File: src/rtl/flash_cmd_seq.sv
module flash_cmd_seq (
  input  logic        clk,
  input  logic        rst_n,
  input  logic        cmd_wr,
  input  logic [31:0] cmd_word,
  input  logic [31:0] cmd_addr,
  input  logic [31:0] wr_lo,
  input  logic [31:0] wr_hi,
  input  logic        miso,
  output logic        in_prog,
  output logic        cs_n,
  output logic        sclk_en,
  output logic        mosi,
  output logic [31:0] rd_lo,
  output logic [31:0] rd_hi
);
  typedef enum logic [2:0] {S_IDLE, S_OPC, S_ADR, S_DUM, S_WRD, S_RDD} st_t;

  st_t         st, nxt;
  logic [63:0] sr;
  logic [5:0]  cnt;
  logic [5:0]  rxi;
  logic [6:0]  rb;
  logic [31:0] q_ctl, q_addr;
  logic [63:0] q_wd;
  logic [63:0] rd;

  wire [4:0] q_dum = q_ctl[11:7];
  wire [2:0] q_nw  = q_ctl[14:12];
  wire       q_wen = q_ctl[15];
  wire [1:0] q_na  = q_ctl[17:16];
  wire       q_aen = q_ctl[19];
  wire [2:0] q_nr  = q_ctl[22:20];
  wire       q_ren = q_ctl[23];

  wire start = cmd_wr && cmd_word[0] && (st == S_IDLE);
  wire last  = (cnt == 6'd0);

  st_t after_wr, after_dum, after_adr, after_opc;
  assign after_wr  = q_ren ? S_RDD : S_IDLE;
  assign after_dum = q_wen ? S_WRD : after_wr;
  assign after_adr = (q_dum != 5'd0) ? S_DUM : after_dum;
  assign after_opc = q_aen ? S_ADR : after_adr;

  always_comb begin
    case (st)
      S_OPC:   nxt = after_opc;
      S_ADR:   nxt = after_adr;
      S_DUM:   nxt = after_dum;
      S_WRD:   nxt = after_wr;
      default: nxt = S_IDLE;
    endcase
  end

  logic [31:0] aseq;
  logic [63:0] wseq;
  assign aseq = q_addr << {(2'd3 - q_na), 3'b000};

  always_comb begin
    for (int i = 0; i < 8; i++)
      wseq[63-8*i -: 8] = q_wd[8*i +: 8];
  end

  always_ff @(posedge clk or negedge rst_n) begin
    if (!rst_n) begin
      st     <= S_IDLE;
      sr     <= '0;
      cnt    <= '0;
      rxi    <= '0;
      rb     <= '0;
      q_ctl  <= '0;
      q_addr <= '0;
      q_wd   <= '0;
      rd     <= '0;
    end else if (start) begin
      st     <= S_OPC;
      q_ctl  <= cmd_word;
      q_addr <= cmd_addr;
      q_wd   <= {wr_hi, wr_lo};
      sr     <= {cmd_word[31:24], 56'd0};
      cnt    <= 6'd7;
      rxi    <= '0;
    end else if (st != S_IDLE) begin
      if (st == S_RDD) begin
        rb  <= {rb[5:0], miso};
        if (rxi[2:0] == 3'd7)
          rd[{rxi[5:3], 3'b000} +: 8] <= {rb, miso};
        rxi <= rxi + 6'd1;
      end
      if (!last) begin
        sr  <= sr << 1;
        cnt <= cnt - 6'd1;
      end else begin
        st <= nxt;
        case (nxt)
          S_ADR: begin
            sr  <= {aseq, 32'd0};
            cnt <= {1'b0, q_na, 3'b111};
          end
          S_DUM:   cnt <= {1'b0, q_dum} - 6'd1;
          S_WRD: begin
            sr  <= wseq;
            cnt <= {q_nw, 3'b111};
          end
          S_RDD:   cnt <= {q_nr, 3'b111};
          default: cnt <= '0;
        endcase
      end
    end
  end

  assign in_prog = (st != S_IDLE);
  assign cs_n    = !in_prog;
  assign sclk_en = in_prog;
  assign mosi    = (st == S_OPC || st == S_ADR || st == S_WRD) ? sr[63] : 1'b0;
  assign rd_lo   = rd[31:0];
  assign rd_hi   = rd[63:32];

  p_start_r2: assert property (@(posedge clk) disable iff (!rst_n)
    (cmd_wr && cmd_word[0] && !in_prog) |=> (in_prog && !cs_n));

  p_busy_exec_r9: assert property (@(posedge clk) disable iff (!rst_n)
    (in_prog && cmd_wr) |=> $stable(q_ctl));

  p_idle_hold_r6: assert property (@(posedge clk) disable iff (!rst_n)
    !in_prog |=> $stable(rd));

  p_noread_r11: assert property (@(posedge clk) disable iff (!rst_n)
    (in_prog && !q_ren) |=> $stable(rd));

  p_dummy_quiet_r4: assert property (@(posedge clk) disable iff (!rst_n)
    (st == S_DUM || st == S_RDD) |-> !mosi);

  p_noexec_r10: assert property (@(posedge clk) disable iff (!rst_n)
    (!in_prog && !(cmd_wr && cmd_word[0])) |=> !in_prog);
endmodule

File: config.mk
export PLATFORM = sky130hd
export DESIGN_NAME = flash_cmd_seq
export DESIGN_NICKNAME = d
export VERILOG_FILES = /design/src/rtl/flash_cmd_seq.sv
export SDC_FILE = /design/constraint.sdc
export NUM_CORES = 1
export LEC_CHECK = 0
export ABC_AREA = 1
export BUFFER_PORTS_ARGS = -buffer_cell sky130_fd_sc_hd__buf_2
export CAP_MARGIN = 30
export CORE_MARGIN = 2
export CORE_UTILIZATION = 60
export DETAILED_ROUTE_END_ITERATION = 10
export GPL_TIMING_DRIVEN = 0
export MAX_ROUTING_LAYER = met4
export PLACE_DENSITY = 0.88
export RECOVER_POWER = 50
export SLEW_MARGIN = 20
export SYNTH_ARGS = -nofsm -noshare
export SYNTH_HDL_FRONTEND = slang
export SYNTH_SLANG_ARGS = --single-unit
File: constraint.sdc
create_clock -name clk -period 3.7 [get_ports clk]
set_input_delay 0.185 -clock clk [delete_from_list [all_inputs] [get_ports clk]]
set_output_delay 0.185 -clock clk [all_outputs]
set_load 0.01 [all_outputs]
==> results.yml, run 1 <==
run_status:
  status: "finished, violations left"
  failed_checks: "capacitance limit, slew limit"
sta:
  tightest_slew_ns: 2.56
  hold_ws_ns: 0.0211
  finalCritPeriodShare_pct: 84.7
  rsz0062_at_grt: "no"
  clock_skew_ns: 0.0184
  finalMaxSlewViolations: 98
  setup-violations-final: 0
  fin_crit_ns: 3.13
  layout_setup_ws_ns: 0.568
  timing.fmax_mhz: 319
  relSlewSlack_pct: -70.8
  finalHoldViolCount: 0
power_and_ir_drop:
  peakVddDrop_uv: 421
  p_total_mw: 6.23
  power.density_nw_per_um2: 396
  leakage_nw: 7.95
floorplanning:
  pin_count: 200
  die_h_um: 147
  start_util_pct: 61.0
  dieWidth_um: 147
  core_area_um2: 20200
  dieArea_um2: 21700
  num_rows: 52
synth:
  syn_inst: 1616
  avgSynthCellArea_um2: 7.64
  synth_nets: 1758
  synth_common_cells: "730 x nand2_1, 262 x dfrtp_1, 185 x o21ai_0"
  synth_top_area_share_pct: 53.1
  synth_seq_area_share_pct: 53.1
  synth_area_um2: 12400
  async_flop_share_pct: 100
  ys_types: 27
  synth_flop_cell: "dfrtp_1"
  yosysTopAreaCell: "dfrtp_1"
  synth_seq_cells: 262
  synth.area.top_cells: "dfrtp_1 53%, nand2_1 22%, o21ai_0 7.5%, nand3_1 4.7%, inv_1 3.0%"
  yosysWarningCount: 0
  synth-edff-count: 0
  synthMostInstantiatedCell: "nand2_1"
critical_path:
  path_delay_family: "buffers and inverters"
  worstPathRequired_ns: 4.11
  cp_max_fo: 10
  critPathMaxStageDelay_ns: 0.71
  r2r-end: "q_ctl[11]"
  start_kind: "flop"
  crit_type: "flop to flop"
  rrSetupSlack_ns: 0.57
  path_cells: "nor2_1 > nand2_1 > nor2_1 > clkbuf_1 > clkbuf_1 > o21ai_0"
  crit_path_top_delay_cell: "clkbuf_1"
  r2r_cells: 6
  critPathBufInv: 2
  crit_arrival_ns: 3.55
  regToRegStartpoint: "st[0]"
  cp-end-kind: "flop"
global_route:
  grt_pass1_vias: 12400
  globalRouteTotalUtil_pct: 36.6
  overflow: 0
  antenna_found_initial: 2
  grt_use_met3_pct: 6.76
  grt_use_met1_pct: 45.8
  grt_use_met2_pct: 59.0
  grt-busiest-layer: "met2"
  grt_start_max_net_pins: 101
  grt_pass1_wl_mm: 61.7
route:
  drc: 0
  viasPerCell: 5.63
  drt_wl_total_mm: 38.6
  wire_per_inst_um: 17.2
  dr_total_vias: 12600
  drt_iter0_drc: 1190
  drtPass1Iterations: 6
  postRouteAntennaNets: 0
hold_path:
  hold_depth: 5
  min_path_type: "input pin to flop"
  hold_start: "cmd_word[27]"
  min_to: "sr[59]"
cells_and_area:
  area_growth_pct: 27.5
  fillerInstances: 1364
  fin_area_um2: 15700
  fin_util_pct: 77.8
  final_nets: 2096
  drive_gt1_share_pct: 12.4
clock_network:
  cts_buffer_depth: 3
  cts_buffers: 27
  cts.sinks: 262
  cts_tree: "done"
  cts_root_buf: "clkbuf_16"
  ctsResizeCount: 0
  clk_pin_slew_worst_paths_ns: 0.06
  worstSkewPairLatency_ns: 0.55
  htreeDepth: 1
run:
  cap_violations: 1
place:
  dp_slack_ns: 0.725
  place_area_um2: 13700
  port_buffers: 192
  place_congestion: 0.965
  dp_hpwl_mm: 24.6
## metal layers
layer	vias up	part of all wire, %
met5	-	0
met4	0	4.7
met3	161	10
met2	709	48
met1	6002	38
li1	5770	-
## worst max path at each step
| stage | start | to | slack [ns] | cells past startpoint |
|---|---|---|---|---|
| 6_report | st[0] | q_ctl[11] | 0.57 | 6 |
| 5_1_grt | rst_n | q_wd[16] | 0.46 | 3 |
| 4_1_cts | st[0] | q_ctl[15] | 0.71 | 6 |
| 3_5_place_dp | st[0] | q_ctl[15] | 0.73 | 6 |
| 3_3_place_gp | rst_n | q_wd[44] | -2.16 | 1 |
| 2_1_floorplan | cnt[0] | sr[56] | 1.69 | 12 |
## final cells by class
| class | count | area, um2 | share of cell area (%) |
|---|---|---|---|
| antenna | 2 | 5.00 | 0.0318 |
| sequential | 262 | 6560 | 41.6 |
| clock buffer | 40 | 774 | 4.92 |
| timing repair buffer | 309 | 2120 | 13.5 |
| buffer | 91 | 393 | 2.50 |
| tap | 270 | 338 | 2.15 |
| inverter | 106 | 398 | 2.53 |
| multi-input combinational | 1157 | 5000 | 31.8 |
| clock inverter | 9 | 154 | 0.977 |
## kinds of logic (layout without fill, tap and decap cells)
| logic type | Yosys count | count (layout) | share of synthesized area (%) |
|---|---|---|---|
| AO/OA/AOI/OAI | 222 | 222 | 9.34 |
| XOR/XNOR | 5 | 5 | 0.355 |
| adder cells (fa/ha/maj) | 10 | 10 | 1.01 |
| buffers and inverters | 197 | 555 | 6.40 |
| flip-flops | 262 | 262 | 53.1 |
| other | 0 | 2 | 0 |
| AND/OR/NAND/NOR | 920 | 920 | 29.8 |
## worst min-delay path: cells and delay by family
kind,cells,cell delay [ns]
AND/OR/NAND/NOR,4,0.24
buffers and inverters,1,0.10
## sequential cells by signal, indices dropped and copies added (netlist names)
register	count
st	3
rxi	6
q_ctl	16
q_addr	32
rb	7
cnt	6
rd	64
sr	64
q_wd	64
## stage by stage
| stage | cells | TNS [ns] |
|---|---|---|
| 6_report | 2246 | 0 |
| 5_1_grt | 2246 | 0 |
| 4_1_cts | 2244 | 0 |
| 3_5_place_dp | 2081 | 0 |
| 3_3_place_gp | 2078 | -561.95 |
| 2_1_floorplan | 1616 | 0 |
## power by group
| group | switching, mW | internal [mW] | total [mW] |
|---|---|---|---|
| Sequential | 0.0350 | 2.92 | 2.96 |
| Combinational | 0.220 | 0.182 | 0.402 |
| Clock | 1.15 | 1.72 | 2.88 |
| Total | 1.41 | 4.82 | 6.23 |
## timing repair
| action | CTS | global route |
|---|---|---|
| hold buffers | 114 | 0 |
| setup buffers | 0 | 0 |
| hold endpoints to repair | 212 | 0 |
## cells in the final DEF (no fill, tap or decap), types with 2 or more instances in the layout
master	instances
nand4_1	9
clkbuf_8	5
xnor2_1	2
bufinv_16	4
nand3_1	115
buf_2	174
clkinvlp_4	2
xor2_1	3
ha_1	10
clkinv_1	2
nand2_1	730
or2_2	8
a21oi_1	23
buf_16	2
o21ai_0	185
clkbuf_16	27
buf_1	4
clkinv_2	2
inv_1	99
diode_2	2
nand2_2	3
inv_2	5
buf_4	8
nor3_1	11
o211ai_1	10
dlygate4sd3_1	114
dfrtp_1	262
nor2_1	42
clkbuf_1	104
Power figures use the tool's default switching activity.
==> run 2, diff against run 1 <==
--- a/config.mk
+++ b/config.mk
@@ -5,15 +5,15 @@
 export SDC_FILE = /design/constraint.sdc
 export NUM_CORES = 1
 export LEC_CHECK = 0
-export ABC_AREA = 1
+export ABC_AREA = 0
 export BUFFER_PORTS_ARGS = -buffer_cell sky130_fd_sc_hd__buf_2
 export CAP_MARGIN = 30
 export CORE_MARGIN = 2
-export CORE_UTILIZATION = 60
+export CORE_UTILIZATION = 57
 export DETAILED_ROUTE_END_ITERATION = 10
 export GPL_TIMING_DRIVEN = 0
 export MAX_ROUTING_LAYER = met4
-export PLACE_DENSITY = 0.88
+export PLACE_DENSITY = 0.85
 export RECOVER_POWER = 50
 export SLEW_MARGIN = 20
 export SYNTH_ARGS = -nofsm -noshare
==> constraint.sdc (replaced) <==
create_clock -name clk -period 3.3 [get_ports clk]
set_input_delay 0.165 -clock clk [delete_from_list [all_inputs] [get_ports clk]]
set_output_delay 0.165 -clock clk [all_outputs]
set_load 0.01 [all_outputs]
==> run 2 against run 1 <==
  * The run still ends with capacitance limit, slew limit left
  * Clock skew decreased by 0.0047 ns
  * Maximum frequency increased by 6.1%
  * Critical path depth increased by 1
==> results.yml, run 2 <==
route:
  postRouteAntennaNets: 0
  wire_per_inst_um: 19.8
  drc: 0
  drt_iter0_drc: 1286
  drtPass1Iterations: 6
  drt_wl_total_mm: 38.2
  viasPerCell: 6.00
  dr_total_vias: 11600
power_and_ir_drop:
  clockPowerShare_pct: 24.9
  switching_share_pct: 38.6
  p_int_mw: 8.06
  combPwrFrac_pct: 35.7
  peakVddDrop_uv: 633
  leakage_nw: 7.35
  power.density_nw_per_um2: 844
  pwr-share-seq_pct: 39.3
  p_switching_mw: 5.06
critical_path:
  crit_start: "st[1]"
  worstPathRequired_ns: 3.78
  rrSetupSlack_ns: 0.35
  r2r_cells: 7
  crit_type: "flop to flop"
  critPathMaxStageDelay_ns: 0.66
  path_cells: "or3_1 > buf_2 > nor2_2 > clkbuf_1 > clkbuf_1 > nand2_1 > nand2_1"
  crit_path_top_delay_cell: "clkbuf_1"
  cp_max_fo: 11
  cp-end-kind: "flop"
  start_kind: "flop"
  crit_arrival_ns: 3.43
  regToRegStartpoint: "st[1]"
  r2r-end: "q_addr[31]"
synth:
  synth_nets: 1427
  ys_types: 64
  synth_seq_cells: 262
  synth_simple_gate_area_share_pct: 20.4
  synth_top_area_share_pct: 54.3
  synth.area.top_cells: "dfrtp_1 54%, nand2_1 14%, mux2_2 3.1%, o2bb2ai_1 2.8%, o21ai_0 2.7%"
  async_flop_share_pct: 100
  yosysWarningCount: 0
  synth_fa_ha_area_share_pct: 1.04
  syn_inst: 1285
  synth_mux_area_share_pct: 4.58
  synth-edff-count: 0
  synth_compound_area_share_pct: 14.3
  synth-xor-area-share_pct: 0.797
  synth_seq_area_share_pct: 54.3
  synth_common_cells: "443 x nand2_1, 262 x dfrtp_1, 65 x o21ai_0"
  avgSynthCellArea_um2: 9.40
  synthMostInstantiatedCell: "nand2_1"
  synth_area_um2: 12100
  synth_flop_cell: "dfrtp_1"
  synth_top_family_by_area: "simple AND/OR/NAND/NOR gates"
  yosysTopAreaCell: "dfrtp_1"
hold_path:
  hold_start: "cmd_word[0]"
  hold_depth: 5
  min_path_type: "input pin to flop"
  min_to: "cnt[2]"
run:
  cap_violations: 1
sta:
  timing.fmax_mhz: 339
  setup-violations-final: 0
  finalHoldViolCount: 0
  clock_skew_ns: 0.0137
  relSlewSlack_pct: -51.1
  rsz0062_at_grt: "no"
  layout_setup_ws_ns: 0.348
  tightest_slew_ns: 2.27
  fin_crit_ns: 2.95
  finalMaxSlewViolations: 90
  tns_ns: 0
  finalCritPeriodShare_pct: 89.4
cells_and_area:
  final_common_cell: "nand2_1"
  drive_gt1_share_pct: 15.3
  fin_cells: 1928
  area_growth_pct: 28.6
  final_cell_mix: "443 x nand2_1, 262 x dfrtp_1, 144 x buf_2"
  fin_util_pct: 74.4
  largestRegisters: "q_wd x64, rd x64, sr x64"
  final_nets: 1772
place:
  port_buffers: 192
  place_inst: 1754
  dp_slack_ns: 0.473
  place_congestion: 0.937
  dp_hpwl_mm: 22.4
clock_network:
  clk_pin_slew_worst_paths_ns: 0.07
  worstSkewPairLatency_ns: 0.55
  cts_buffers: 27
  cts.sinks: 262
  htreeDepth: 1
  cts_buffer_depth: 3
  cts_setup_buffers: 0
  cts_root_buf: "clkbuf_16"
  cts_tree: "done"
global_route:
  grt_pass1_vias: 11800
  overflow: 0
  antenna_found_initial: 2
  grt_start_max_net_pins: 94
  globalRouteTotalUtil_pct: 36.6
  grt_pass1_wl_mm: 61.8
floorplanning:
  dieWidth_um: 150
  dieArea_um2: 22400
  num_rows: 53
  die_h_um: 150
  pin_count: 200
  core_area_um2: 20900
  start_util_pct: 57.8
run_status:
  status: "finished, violations left"
  failed_checks: "capacitance limit, slew limit"
## run 2: changes by cell type in the layout (fill, tap and decap cells not counted), moves of 21 or more
cell,previous run,this run
nand2_1,730,443
inv_1,99,32
o2bb2ai_1,0,38
mux2_2,0,33
o21ai_0,185,65
buf_2,174,144
clkbuf_1,104,136
a22o_1,0,21
nand3_1,115,40
a22oi_1,0,38
## run 2: kinds of logic (layout without fill, tap and decap cells)
| logic type | count (synthesis) | count (layout) |
|---|---|---|
| flip-flops | 262 | 262 |
| adder cells (fa/ha/maj) | 10 | 10 |
| buffers and inverters | 129 | 495 |
| AO/OA/AOI/OAI | 242 | 242 |
| multiplexers | 51 | 51 |
| XOR/XNOR | 11 | 11 |
| other | 0 | 2 |
| AND/OR/NAND/NOR | 580 | 580 |
## run 2: through the flow
| stage | total power [mW] | cell area [um2] | hold WS [ns] |
|---|---|---|---|
| 5_1_grt | 13.8 | 15500 | 0.175 |
| 3_5_place_dp | 9.40 | 13500 | 0.216 |
| 3_3_place_gp | 9.16 | 13400 | 0.354 |
| 2_1_floorplan | 8.02 | 12100 | -0.131 |
| 6_report | 13.1 | 15500 | 0.0903 |
| 4_1_cts | 12.8 | 15600 | 0.0759 |
## run 2: critical path, delay by kind of cell, from the launching register on
kind / cells / cell delay [ns]
buf+inv: 3 / 1.43
simple gates: 4 / 1.00
flops: 1 / 0.44
## run 2: what timing repair did
item | 4_1_cts | 5_1_grt
setup endpoints to repair | 0 | 1
gates resized for setup | 0 | 1
hold buffers | 122 | 0
hold endpoints to repair | 211 | 0
## run 2: cell type report
type | count | area [um2]
clock inverters | 12 | 174
fillers | 1412 | 5360
flip-flops and latches | 262 | 6560
diodes | 2 | 5.00
inverters | 33 | 124
clock buffers | 38 | 767
plain buffers | 96 | 442
well taps | 275 | 344
repair buffers | 316 | 2160
multi-input cells | 894 | 4960
## run 2: power by group through the flow
stage	registers (mW)	clock network (mW)	logic [mW]
6_report	5.16	3.27	4.68
5_1_grt	5.23	3.43	5.16
4_1_cts	5.06	3.25	4.47
3_5_place_dp	5.10	0	4.30
3_3_place_gp	5.05	0	4.11
2_1_floorplan	4.80	0	3.21
## run 2: worst max-delay path by stage
stage,cells past startpoint,slack (ns),endpoint
after floorplan,7,0.83,rd[32]
after global placement,1,-2.50,q_wd[43]
after detailed placement,8,0.47,rd[23]
after CTS,8,0.37,rd[23]
after global routing,10,0.24,rd[54]
final,7,0.35,q_addr[31]
## run 2: layer usage
metal  part of all wire [%]  global-route usage, %  vias up
li1                       -                      -     5056
met1                     38                   46.0     5509
met2                     47                   57.7      756
met3                    8.9                   7.01      238
met4                    5.9                   17.1        0
met5                      0                      -        -
==> run 3, diff against run 2 <==
--- a/config.mk
+++ b/config.mk
@@ -9,11 +9,11 @@
 export BUFFER_PORTS_ARGS = -buffer_cell sky130_fd_sc_hd__buf_2
 export CAP_MARGIN = 30
 export CORE_MARGIN = 2
-export CORE_UTILIZATION = 57
+export CORE_UTILIZATION = 40
 export DETAILED_ROUTE_END_ITERATION = 10
 export GPL_TIMING_DRIVEN = 0
 export MAX_ROUTING_LAYER = met4
-export PLACE_DENSITY = 0.85
+export PLACE_DENSITY = 0.64
 export RECOVER_POWER = 50
 export SLEW_MARGIN = 20
 export SYNTH_ARGS = -nofsm -noshare
==> run 3 against run 2 <==
  * The run still ends with capacitance limit, slew limit left
  * Clock power is 6.4% lower
  * Clock skew is 0.010 ns higher
  * Maximum frequency is 2.9% higher
  * Clock-buffer cell count is 4 higher
  * Sequential share of layout area is 0.23 points lower
  * First-iteration DRC count is 32% lower
  * Hold slack better by 0.024 ns
  * Critical endpoint is now q_wd[7]
  * Highest routed layer unchanged
==> results.yml, run 3 (synthesis gave the netlist of run 2 again) <==
clock_network:
  cts_tree: "done"
  ctsResizeCount: 0
  clk_pin_slew_worst_paths_ns: 0.06
  cts_buffer_depth: 3
  htreeDepth: 1
  cts_root_buf: "clkbuf_16"
  worstSkewPairLatency_ns: 0.55
  cts_buffers: 28
  cts.sinks: 262
hold_path:
  hold_depth: 3
  hold_start: "cmd_word[0]"
  min_to: "cnt[1]"
  min_path_type: "input pin to flop"
sta:
  tns_ns: 0
  fin_crit_ns: 2.87
  setup-violations-final: 0
  tightest_slew_ns: 2.42
  relSlewSlack_pct: -61.1
  finalCritPeriodShare_pct: 86.9
  rsz0062_at_grt: "no"
  clock_skew_ns: 0.0240
  finalHoldViolCount: 0
  timing.fmax_mhz: 349
  finalMaxSlewViolations: 94
place:
  port_buffers: 192
  place_inst: 1869
  place_congestion: 0.865
  dp_hpwl_mm: 23.4
floorplanning:
  die_h_um: 178
  dieWidth_um: 178
  pin_count: 200
  start_util_pct: 40.7
  num_rows: 63
  dieArea_um2: 31600
  core_area_um2: 29700
cells_and_area:
  fin_util_pct: 52.6
  fillerInstances: 2701
  largestRegisters: "q_wd x64, rd x64, sr x64"
  fin_cells: 2044
  final_common_cell: "nand2_1"
  area_growth_pct: 29.3
  final_cell_mix: "443 x nand2_1, 262 x dfrtp_1, 144 x buf_2"
  drive_gt1_share_pct: 15.2
  final_nets: 1773
global_route:
  grt_pass1_vias: 10500
  grt-busiest-layer: "met2"
  overflow: 0
  grt_pass1_wl_mm: 55.4
  grt_use_met2_pct: 36.0
  grt_start_max_net_pins: 98
  grt_use_met1_pct: 29.9
  grt_use_met3_pct: 3.68
  antenna_found_initial: 1
  globalRouteTotalUtil_pct: 22.8
route:
  dr_total_vias: 10700
  wire_per_inst_um: 17.1
  drc: 0
  drt_wl_total_mm: 34.9
  viasPerCell: 5.22
  drtPass1Iterations: 5
  postRouteAntennaNets: 0
  drt_iter0_drc: 869
critical_path:
  cp-end-kind: "flop"
  cp_max_fo: 11
  start_kind: "flop"
  regToRegStartpoint: "st[1]"
  r2r_cells: 7
  rrSetupSlack_ns: 0.43
  crit_arrival_ns: 3.34
  r2r-end: "q_wd[7]"
  worstPathRequired_ns: 3.77
  crit_type: "flop to flop"
power_and_ir_drop:
  p_total_mw: 12.6
  peakVddDrop_uv: 515
  leakage_nw: 7.34
  power.density_nw_per_um2: 805
run:
  cap_violations: 1
run_status:
  status: "finished, violations left"
  failed_checks: "capacitance limit, slew limit"
[run 3: worst max path at each step]
stage,start,to,slack (ns),depth (start not counted)
2_1_floorplan,rxi[3],rd[32],0.83,7
3_3_place_gp,rst_n,q_wd[48],-2.79,1
3_5_place_dp,rxi[3],rd[33],0.46,7
4_1_cts,rxi[3],rd[33],0.44,7
5_1_grt,rst_n,sr[19],0.14,4
6_report,st[1],q_wd[7],0.43,7
[run 3: timing repair]
action	4_1_cts	5_1_grt
endpoints found under the hold margin	216	0
hold buffers	122	0
setup buffers	0	0
[run 3: critical path: stages (launching register included)]
cell and delay (ns):
dfrtp_1 0.44, or3_1 0.38, buf_2 0.22, nor2_2 0.27
clkbuf_1 0.64, clkbuf_1 0.57, nand2_1 0.18, nand2_1 0.09
[run 3: metrics by stage]
stage	cell area, um2	hold WS, ns	setup slack (ns)
finish	15600	0.114	0.431
global route	15600	0.182	0.138
CTS	15700	0.105	0.442
detailed placement	13600	0.244	0.458
global placement	13500	0.356	-2.79
floorplan	12100	-0.131	0.833
[run 3: layout make-up]
cell class / instances / area [um2] / area share (%)
Antenna cell: 1 / 2.50 / 0.0160
Buffer: 96 / 442 / 2.83
Clock buffer: 42 / 803 / 5.14
Clock inverter: 10 / 92.6 / 0.593
Inverter: 33 / 124 / 0.793
Multi-Input combinational cell: 894 / 4960 / 31.8
Sequential cell: 262 / 6560 / 42.0
Tap cell: 390 / 488 / 3.12
Timing Repair Buffer: 316 / 2150 / 13.8
[run 3: power breakdown]
| part | switching [mW] | internal (mW) | total [mW] |
|---|---|---|---|
| Combinational | 2.60 | 1.83 | 4.43 |
| Sequential | 0.804 | 4.28 | 5.09 |
| Clock | 1.30 | 1.76 | 3.06 |
[run 3: routing by layer]
metal | share of wire, % | vias up | wire (um)
met5 | 0 | - | 0
li1 | - | 5052 | -
met3 | 5.4 | 95 | 1900
met4 | 3.5 | 0 | 1230
met1 | 45 | 5144 | 15500
met2 | 46 | 382 | 16200
